$ cat config.mk
export PLATFORM = sky130hd
export DESIGN_NAME = icap_unit
export DESIGN_NICKNAME = d
export VERILOG_FILES = /design/src/rtl/icap_pkg.sv /design/src/rtl/icap_sync.sv /design/src/rtl/icap_edge.sv /design/src/rtl/icap_snapshot.sv /design/src/rtl/icap_byteread.sv /design/src/rtl/icap_unit.sv
export SDC_FILE = /design/constraint.sdc
export NUM_CORES = 1
export LEC_CHECK = 0
export BUFFER_PORTS_ARGS = -buffer_cell sky130_fd_sc_hd__clkbuf_2
export CAP_MARGIN = 5
export CELL_PAD_IN_SITES_DETAIL_PLACEMENT = 1
export CELL_PAD_IN_SITES_GLOBAL_PLACEMENT = 2
export CORE_UTILIZATION = 33
export DETAILED_ROUTE_END_ITERATION = 7
export PLACE_DENSITY_LB_ADDON = 0.2
export SYNTH_ARGS = -nofsm -noshare
export SYNTH_HDL_FRONTEND = slang
export SYNTH_SLANG_ARGS = --single-unit
$ cat constraint.sdc
create_clock -name clk -period 3.4 [get_ports clk]
set_input_delay 0.68 -clock clk [delete_from_list [all_inputs] [get_ports clk]]
set_output_delay 0.68 -clock clk [all_outputs]
set_load 0.05 [all_outputs]
$ cat src/rtl/icap_pkg.sv
package icap_pkg;
  localparam int unsigned DEF_CNT_W = 16;
  localparam int unsigned DEF_SYNC  = 2;

  // Transition test between the previous and present synchronized levels.
  function automatic logic edge_hit(input logic rise_sel, input logic now_lvl,
                                    input logic old_lvl);
    return rise_sel ? (now_lvl & ~old_lvl) : (~now_lvl & old_lvl);
  endfunction
endpackage

$ cat src/rtl/icap_sync.sv
module icap_sync #(
  parameter int unsigned STAGES = 2
) (
  input  logic clk,
  input  logic rst,
  input  logic async_i,
  output logic sync_o
);
  logic [STAGES-1:0] chain;

  generate
    if (STAGES == 1) begin : g_single
      always_ff @(posedge clk) begin
        if (rst) chain <= '0;
        else     chain <= async_i;
      end
    end else begin : g_multi
      always_ff @(posedge clk) begin
        if (rst) chain <= '0;
        else     chain <= {chain[STAGES-2:0], async_i};
      end
    end
  endgenerate

  assign sync_o = chain[STAGES-1];
endmodule

$ cat src/rtl/icap_edge.sv
module icap_edge #(
  parameter int unsigned WARM = 3
) (
  input  logic clk,
  input  logic rst,
  input  logic lvl_i,
  input  logic rise_sel_i,
  output logic hit_o
);
  import icap_pkg::*;

  localparam int unsigned WW = $clog2(WARM + 1);

  logic          old_lvl;
  logic [WW-1:0] warm_cnt;
  logic          armed;

  assign armed = (warm_cnt == WW'(WARM));

  always_ff @(posedge clk) begin
    if (rst) begin
      old_lvl  <= 1'b0;
      warm_cnt <= '0;
    end else begin
      old_lvl <= lvl_i;
      if (!armed) warm_cnt <= warm_cnt + 1'b1;
    end
  end

  assign hit_o = armed && edge_hit(rise_sel_i, lvl_i, old_lvl);

  // an event always points to the chosen direction
  a_r1_polarity_match: assert property (@(posedge clk) disable iff (rst)
    hit_o |-> (lvl_i == rise_sel_i));
  // an event needs a change of the synchronized level
  a_r8_needs_level_change: assert property (@(posedge clk) disable iff (rst)
    hit_o |-> (lvl_i != $past(lvl_i)));
endmodule

$ cat src/rtl/icap_snapshot.sv
module icap_snapshot #(
  parameter int unsigned CNT_W = 16
) (
  input  logic             clk,
  input  logic             rst,
  input  logic             hit_i,
  input  logic             clr_i,
  input  logic [CNT_W-1:0] count_i,
  output logic [CNT_W-1:0] cap_o,
  output logic             flag_o
);
  always_ff @(posedge clk) begin
    if (rst) begin
      cap_o  <= '0;
      flag_o <= 1'b0;
    end else begin
      if (hit_i) cap_o <= count_i;
      if (hit_i)      flag_o <= 1'b1;
      else if (clr_i) flag_o <= 1'b0;
    end
  end

  a_r4_flag_with_load: assert property (@(posedge clk) disable iff (rst)
    hit_i |=> (flag_o && cap_o == $past(count_i)));
  a_r6_capture_beats_clear: assert property (@(posedge clk) disable iff (rst)
    (hit_i && clr_i) |=> flag_o);
  a_r5_clear_takes: assert property (@(posedge clk) disable iff (rst)
    (clr_i && !hit_i) |=> !flag_o);
  a_r5_flag_holds: assert property (@(posedge clk) disable iff (rst)
    (flag_o && !clr_i) |=> flag_o);
  a_r3_value_stable: assert property (@(posedge clk) disable iff (rst)
    !hit_i |=> $stable(cap_o));
endmodule

$ cat src/rtl/icap_byteread.sv
module icap_byteread #(
  parameter int unsigned CNT_W = 16
) (
  input  logic               clk,
  input  logic               rst,
  input  logic [CNT_W-1:0]   cap_i,
  input  logic               rd_lo_i,
  input  logic               rd_hi_i,
  output logic [CNT_W/2-1:0] rd_data_o
);
  localparam int unsigned BYTE_W = CNT_W / 2;

  logic [BYTE_W-1:0] hi_hold;

  always_ff @(posedge clk) begin
    if (rst) begin
      hi_hold   <= '0;
      rd_data_o <= '0;
    end else if (rd_lo_i) begin
      rd_data_o <= cap_i[BYTE_W-1:0];
      hi_hold   <= cap_i[CNT_W-1:BYTE_W];
    end else if (rd_hi_i) begin
      rd_data_o <= hi_hold;
    end
  end

  a_r9_low_read: assert property (@(posedge clk) disable iff (rst)
    rd_lo_i |=> (rd_data_o == $past(cap_i[BYTE_W-1:0])));
  a_r9_idle_hold: assert property (@(posedge clk) disable iff (rst)
    (!rd_lo_i && !rd_hi_i) |=> $stable(rd_data_o));
endmodule

$ cat src/rtl/icap_unit.sv
module icap_unit #(
  parameter int unsigned CNT_W  = icap_pkg::DEF_CNT_W,
  parameter int unsigned STAGES = icap_pkg::DEF_SYNC
) (
  input  logic               clk,
  input  logic               rst,
  input  logic               cap_pin_i,
  input  logic               rise_sel_i,
  input  logic [CNT_W-1:0]   count_i,
  input  logic               flag_clr_i,
  input  logic               rd_lo_i,
  input  logic               rd_hi_i,
  output logic [CNT_W-1:0]   cap_value_o,
  output logic               cap_flag_o,
  output logic [CNT_W/2-1:0] rd_data_o
);
  localparam int unsigned WARM = STAGES + 1;

  logic pin_sync;
  logic hit;

  icap_sync #(.STAGES(STAGES)) u_sync (
    .clk(clk), .rst(rst), .async_i(cap_pin_i), .sync_o(pin_sync)
  );

  icap_edge #(.WARM(WARM)) u_edge (
    .clk(clk), .rst(rst), .lvl_i(pin_sync), .rise_sel_i(rise_sel_i), .hit_o(hit)
  );

  icap_snapshot #(.CNT_W(CNT_W)) u_snap (
    .clk(clk), .rst(rst), .hit_i(hit), .clr_i(flag_clr_i), .count_i(count_i),
    .cap_o(cap_value_o), .flag_o(cap_flag_o)
  );

  icap_byteread #(.CNT_W(CNT_W)) u_read (
    .clk(clk), .rst(rst), .cap_i(cap_value_o), .rd_lo_i(rd_lo_i),
    .rd_hi_i(rd_hi_i), .rd_data_o(rd_data_o)
  );

  // a capture while the flag is up still changes the stored value
  a_r7_overwrite: assert property (@(posedge clk) disable iff (rst)
    (hit && cap_flag_o) |=> (cap_value_o == $past(count_i)));
endmodule

==> impl_metrics.env, run 1 <==
export IMPL_num_antenna_cells=0
export IMPL_synthXorXnorAreaFrac_pct=0.5452
export IMPL_wl_met1_mm=1.511
export IMPL_dp_hpwl_mm=2.292
export IMPL_drive_gt1_share_pct=33.51
export IMPL_postSynthCellCount=149
export IMPL_row_count=25
export IMPL_antenna_left=0
export IMPL_synth_distinct_cells=16
export IMPL_critPathMaxStageDelay_ns=0.40
export IMPL_antenna_found_initial=0
export IMPL_cts_resized=0
export IMPL_finalSetupViolCount=0
export IMPL_cp_max_fo=3
export IMPL_ys_ff_latch=38
export IMPL_reg2reg_slack_ns=1.97
export IMPL_wire_per_inst_um=13.32
export IMPL_cts_clk_slew_worst_paths_ns=0.07
export IMPL_seq_area_um2=760.7
export IMPL_mostFrequentLayoutCells="clkbuf_2, dfxtp_1, mux2i_1, nand2b_1, nor2_1"
export IMPL_cts_tree="built"
export IMPL_multi_input_area_um2=783.3
export IMPL_die_x_um=71.78
export IMPL_ir_drop_uv=157.9
export IMPL_relSlewSlack_pct=42.12
export IMPL_hold_path_class="reg2reg"
export IMPL_cp_depth=1
export IMPL_die_area_um2=5152
export IMPL_cp_start_kind="flip-flop"
export IMPL_wl_met3_um=161
export IMPL_powerDensity_nw_per_um2=435.6
export IMPL_fill_cells=544
export IMPL_cts_sinks=38
export IMPL_die_y_um=71.78
export IMPL_place_area_um2=1847
export IMPL_wl_met2_mm=1.584
export IMPL_synthMuxAreaShare_pct=26.17
export IMPL_synth_top_family_by_area="multiplexers"
export IMPL_port_buffer_count=47
export IMPL_track_usage_pct=14.75
export IMPL_vias_per_cell=4.714
export IMPL_worst_pin_slew_ns=0.8682
export IMPL_critical_path_class="reg2out"
export IMPL_root_buffer="clkbuf_8"
export IMPL_cp_num_buf_inv=1
export IMPL_routed_wirelength_mm=3.303
export IMPL_initial_core_util_pct=34.24
export IMPL_cts_buffers=5
export IMPL_report_final_hold_viol_count=0
export IMPL_clk_latency_ns=0.29
export IMPL_area_growth_syn_to_layout_pct=20.64
export IMPL_first_global_vias=1204
export IMPL_crit_chain="clkbuf_2"
export IMPL_yosys_area_share_adder_pct=0.7788
export IMPL_power_leakage_nw=0.8774
export IMPL_r2r_start="u_edge.warm_cnt[0]"
export IMPL_cts_setup_buffers=0
export IMPL_holdPathStages=1
export IMPL_postCtsHoldBufs=0
export IMPL_highest_layer="met4"
export IMPL_yosys_warnings=0
export IMPL_drt_iter0_markers=45
export IMPL_nets=217
export IMPL_grt_setup_unrepaired="no"
export IMPL_crit_arrival_ns=0.99
export IMPL_worstHoldStart="u_sync.chain[0]"
export IMPL_clock_fmax_mhz=599.3
export IMPL_cp_end_kind="output pin"
export IMPL_clk_path_buf_depth=2
export IMPL_period_share_pct=49.08
export IMPL_slowest_stage="dfxtp_1"
export IMPL_min_period_ns=1.669
export IMPL_timing_rr_end="u_snap.cap_o[13]"
export IMPL_critPathRequiredTime_ns=2.72
export IMPL_grt_first_pass_wirelength_mm=5.802
export IMPL_crit_family="flip-flops"
export IMPL_h_tree_depth=2
export IMPL_drcViolationCount=0
export IMPL_synthSimpleGateAreaFrac_pct=20.87
export IMPL_num_io_pins=48
export IMPL_rr_worst_depth=4
export IMPL_synth_compound_area_share_pct=0.3894
export IMPL_core_um2=4692
export IMPL_clock_skew_ns=0.008854
export IMPL_syn_num_nets=173
export IMPL_syn_avg_cell_area_um2=10.78
export IMPL_route_vias_total=1169
export IMPL_drv_cap=0
export IMPL_tns_ns=0
export IMPL_mostFrequentLayoutCell="clkbuf_2"
export IMPL_fin_area_um2=1938
export IMPL_dr_pass1_iters=4
export IMPL_syn_area_um2=1607
export IMPL_gp_congestion=0.6525
export IMPL_grt_start_max_net_pins=55
export IMPL_grt_overflow=0
export IMPL_finalMaxSlewViolations=0
export IMPL_yosysSeqAreaShare_pct=47.35
export IMPL_status="complete, no violations"
export IMPL_holdPathEnd="u_sync.chain[1]"
-- synth_stat cells, drive strengths merged --
| master | count | area (um2) |
|---|---|---|
| nand4b | 1 | 15.01 |
| nand2 | 1 | 11.26 |
| nor2 | 18 | 67.56 |
| nand2b | 33 | 206.5 |
| mux2 | 8 | 90.09 |
| nor2b | 3 | 18.77 |
| ha | 1 | 12.51 |
| dfxtp | 38 | 760.7 |
| nand4bb | 1 | 16.27 |
| xor2 | 1 | 8.760 |
| a31oi | 1 | 6.260 |
| mux2i | 33 | 330.3 |
| buf | 6 | 47.55 |
| clkbuf | 4 | 15.01 |
-- where the power goes --
part           internal (mW)  switching [mW]  leakage, nW  total (mW)
registers              0.454         0.00546        0.307       0.459
clock network          0.164           0.150       0.0482       0.314
logic                 0.0339          0.0373        0.522      0.0711
total                  0.651           0.193        0.877       0.844
-- kinds of logic after synthesis --
| family | after synthesis |
|---|---|
| AOI/OAI and AO/OA | 1 |
| DFF | 38 |
| adders and majority gates | 1 |
| and+or+nand+nor | 57 |
| xor gates and xnor gates | 1 |
| buffers and inverters | 10 |
| muxes | 41 |
-- worst register-to-register path: cells and delay by family, from the launching register on --
kind,cells,cell delay (ns)
and+or+nand+nor,2,0.47
adders and majority gates,1,0.30
muxes,1,0.24
DFF,1,0.35
-- final cells by class --
class / instances / area share [%]
Clock buffer: 7 / 4.454
Timing Repair Buffer: 47 / 12.14
Clock inverter: 1 / 0.2582
Multi-Input combinational cell: 101 / 40.41
Tap cell: 54 / 3.486
Sequential cell: 38 / 39.25
-- worst max-delay path by stage --
stage,startpoint,to
final,u_snap.cap_o[9],cap_value_o[9]
after global routing,u_snap.cap_o[9],cap_value_o[9]
after CTS,u_snap.cap_o[9],cap_value_o[9]
after detailed placement,rst,u_snap.cap_o[10]
after global placement,rst,u_snap.cap_o[11]
after floorplan,rd_hi_i,u_read.rd_data_o[6]
-- sequential cells by signal, summed over array words and instances, names as in the netlist --
register,count
u_edge.old_lvl,1
u_sync.chain,2
u_snap.flag_o,1
u_read.rd_data_o,8
u_snap.cap_o,16
u_edge.warm_cnt,2
u_read.hi_hold,8
-- stage by stage --
stage | power [mW] | hold WS [ns] | worst slack (ns) | utilization (%) | cells
6_report | 0.8442 | 0.4480 | 1.731 | 41.31 | 248
5_1_grt | 0.8901 | 0.4632 | 1.681 | 41.31 | 248
4_1_cts | 0.8622 | 0.4559 | 1.711 | 41.31 | 248
3_5_place_dp | 0.5429 | 0.4402 | 1.598 | 39.36 | 240
3_3_place_gp | 0.5378 | 0.4243 | 1.701 | 39.36 | 240
2_1_floorplan | 0.5206 | 0.4138 | 1.935 | - | 149
-- layer usage --
layer | vias up | GRT usage (%)
met3 | 6 | 5.204
met2 | 29 | 23.69
met1 | 556 | 18.05
met4 | 0 | 5.882
met5 | - | 0
li1 | 578 | -
Power figures use the tool's default switching activity.
==> inputs of run 2 (changes only) <==
--- a/config.mk
+++ b/config.mk
@@ -9,7 +9,7 @@
 export CAP_MARGIN = 5
 export CELL_PAD_IN_SITES_DETAIL_PLACEMENT = 1
 export CELL_PAD_IN_SITES_GLOBAL_PLACEMENT = 2
-export CORE_UTILIZATION = 33
+export CORE_UTILIZATION = 28
 export DETAILED_ROUTE_END_ITERATION = 7
 export PLACE_DENSITY_LB_ADDON = 0.2
 export SYNTH_ARGS = -nofsm -noshare
==> constraint.sdc (replaced) <==
create_clock -name clk -period 1.45 [get_ports clk]
set_input_delay 0.29 -clock clk [delete_from_list [all_inputs] [get_ports clk]]
set_output_delay 0.29 -clock clk [all_outputs]
set_load 0.05 [all_outputs]
==> run 2 against run 1 <==
Compared with the run above:
- clock skew decreased by 0.0040 ns
- critical endpoint is now u_snap.cap_o[2]
- power increased by 140%
- critical path depth increased by 3
- first-iteration DRC count decreased by 2.2%
- critical path type is now reg2reg
- worst hold slack got worse by 0.22 ns
- non-clock buffer count increased by 3
- sequential cell count unchanged
- cell count increased by 8.9%
==> impl_metrics.env, run 2 (synthesized netlist as in run 1, its figures left out) <==
export IMPL_status="complete, no violations"
export IMPL_wire_per_inst_um=13.62
export IMPL_postCtsHoldBufs=0
export IMPL_mostFrequentLayoutCells="clkbuf_2, dfxtp_1, mux2i_1, nand2b_1, nor2_1"
export IMPL_ir_drop_uv=346.6
export IMPL_fin_area_um2=2051
export IMPL_power_leakage_nw=0.9275
export IMPL_routed_wirelength_mm=3.677
export IMPL_critPathMaxStageDelay_ns=0.37
export IMPL_cts_buffers=5
export IMPL_drcViolationCount=0
export IMPL_root_buffer="clkbuf_8"
export IMPL_port_buffer_count=47
export IMPL_die_x_um=77.75
export IMPL_antenna_left=0
export IMPL_min_period_ns=1.355
export IMPL_drt_iter0_markers=44
export IMPL_mostFrequentLayoutCell="clkbuf_2"
export IMPL_grt_first_pass_wirelength_mm=5.713
export IMPL_clock_skew_ns=0.004903
export IMPL_initial_core_util_pct=29.18
export IMPL_power_switching_uw=471.9
export IMPL_vias_per_cell=4.374
export IMPL_period_share_pct=93.46
export IMPL_cts_setup_buffers=0
export IMPL_relSlewSlack_pct=81.06
export IMPL_top_register="u_snap.cap_o"
export IMPL_grt_overflow=0
export IMPL_critPathRequiredTime_ns=1.66
export IMPL_cp_start_kind="flip-flop"
export IMPL_row_count=27
export IMPL_largestRegisters="u_snap.cap_o x16, u_read.hi_hold x8, u_read.rd_data_o x8"
export IMPL_cts_sinks=38
export IMPL_grt_setup_unrepaired="no"
export IMPL_powerDensity_nw_per_um2=981.8
export IMPL_fill_cells=634
export IMPL_clock_fmax_mhz=737.9
export IMPL_first_global_vias=1216
export IMPL_hold_path_class="in2reg"
export IMPL_crit_arrival_ns=1.57
export IMPL_grt_start_max_net_pins=31
export IMPL_die_area_um2=6044
export IMPL_switching_share_pct=23.44
export IMPL_critical_path_class="reg2reg"
export IMPL_die_y_um=77.75
export IMPL_drv_cap=0
export IMPL_cts_clk_slew_worst_paths_ns=0.07
export IMPL_num_antenna_cells=0
export IMPL_fin_hold_ws_ns=0.2299
export IMPL_pwr_share_comb_pct=9.5
export IMPL_crit_chain="ha_2 -> nand4bb_4 -> nand2_4 -> mux2i_1"
export IMPL_cp_max_fo=8
export IMPL_seqPwrFrac_pct=53.6
export IMPL_largest_reg_flops=16
export IMPL_clkPwrFrac_pct=36.9
export IMPL_p_int_mw=1.542
export IMPL_tns_ns=0
export IMPL_slowest_stage="dfxtp_1"
export IMPL_nets=221
export IMPL_dp_hpwl_mm=2.628
export IMPL_drive_gt1_share_pct=35.35
export IMPL_cp_end_kind="flip-flop"
export IMPL_finalMaxSlewViolations=0
export IMPL_worst_pin_slew_ns=0.2853
export IMPL_route_vias_total=1181
export IMPL_antenna_found_initial=0
export IMPL_area_growth_syn_to_layout_pct=27.65
export IMPL_dr_pass1_iters=2
export IMPL_report_final_hold_viol_count=0
export IMPL_h_tree_depth=2
export IMPL_core_um2=5507
export IMPL_gp_congestion=0.7079
export IMPL_clk_path_buf_depth=2
export IMPL_place_area_um2=1917
export IMPL_finalSetupViolCount=0
export IMPL_cts_tree="built"
export IMPL_num_io_pins=48
export IMPL_clk_latency_ns=0.28
export IMPL_track_usage_pct=12.18
## run 2: timing repair
action | CTS | global route
gates resized for setup | 1 | 3
gates cloned | 0 | 1
pin swaps | 0 | 2
endpoints found under the setup margin | 1 | 16
## run 2: layout make-up
cell class / instances / area, um2 / share of cell area, %
Clock buffer: 7 / 86.33 / 4.210
Clock inverter: 1 / 5.005 / 0.2441
Multi-Input combinational cell: 102 / 825.8 / 40.27
Sequential cell: 38 / 760.7 / 37.10
Tap cell: 72 / 90.09 / 4.393
Timing Repair Buffer: 50 / 282.8 / 13.79
## run 2: power groups by stage
stage	sequential (mW)	clock [mW]	combinational, mW
floorplan	1.11	0	0.109
global placement	1.10	0	0.177
detailed placement	1.10	0	0.186
CTS	1.08	0.774	0.188
global route	1.08	0.834	0.207
finish	1.08	0.744	0.191
## run 2: worst max-delay path: cells and delay by family (launching register included)
family        cells  cell delay (ns)
mux               1             0.21
flops             1             0.37
fa+ha+maj         1             0.29
simple gates      2             0.43
## run 2: path summary, 6_finish.rpt
check / startpoint / end / slack, ns / cells past startpoint
worst min-delay path: cap_pin_i / u_sync.chain[0] / 0.23 / 2
worst max-delay path: u_edge.warm_cnt[0] / u_snap.cap_o[2] / 0.09 / 4
worst max register to register: u_edge.warm_cnt[0] / u_snap.cap_o[2] / 0.09 / 4
worst min register to register: u_sync.chain[0] / u_sync.chain[1] / 0.46 / 1
## run 2: stage by stage
step / power, mW / setup WS (ns) / cells / utilization [%]
floorplan: 1.221 / 0.1780 / 149 / -
global placement: 1.277 / 0.1267 / 261 / 34.81
detailed placement: 1.289 / 0.01680 / 261 / 34.81
CTS: 2.039 / 0.02583 / 269 / 36.63
global route: 2.122 / 0.02166 / 270 / 37.24
finish: 2.013 / 0.09476 / 270 / 37.24
## run 2: layer usage
layer,up-vias,global-route usage [%],wire (um),share of wire [%]
li1,587,-,-,-
met1,557,14.92,1680,46
met2,30,20.35,1769,48
met3,7,2.824,174,4.7
met4,0,5.094,52,1.4
met5,-,0,0,0
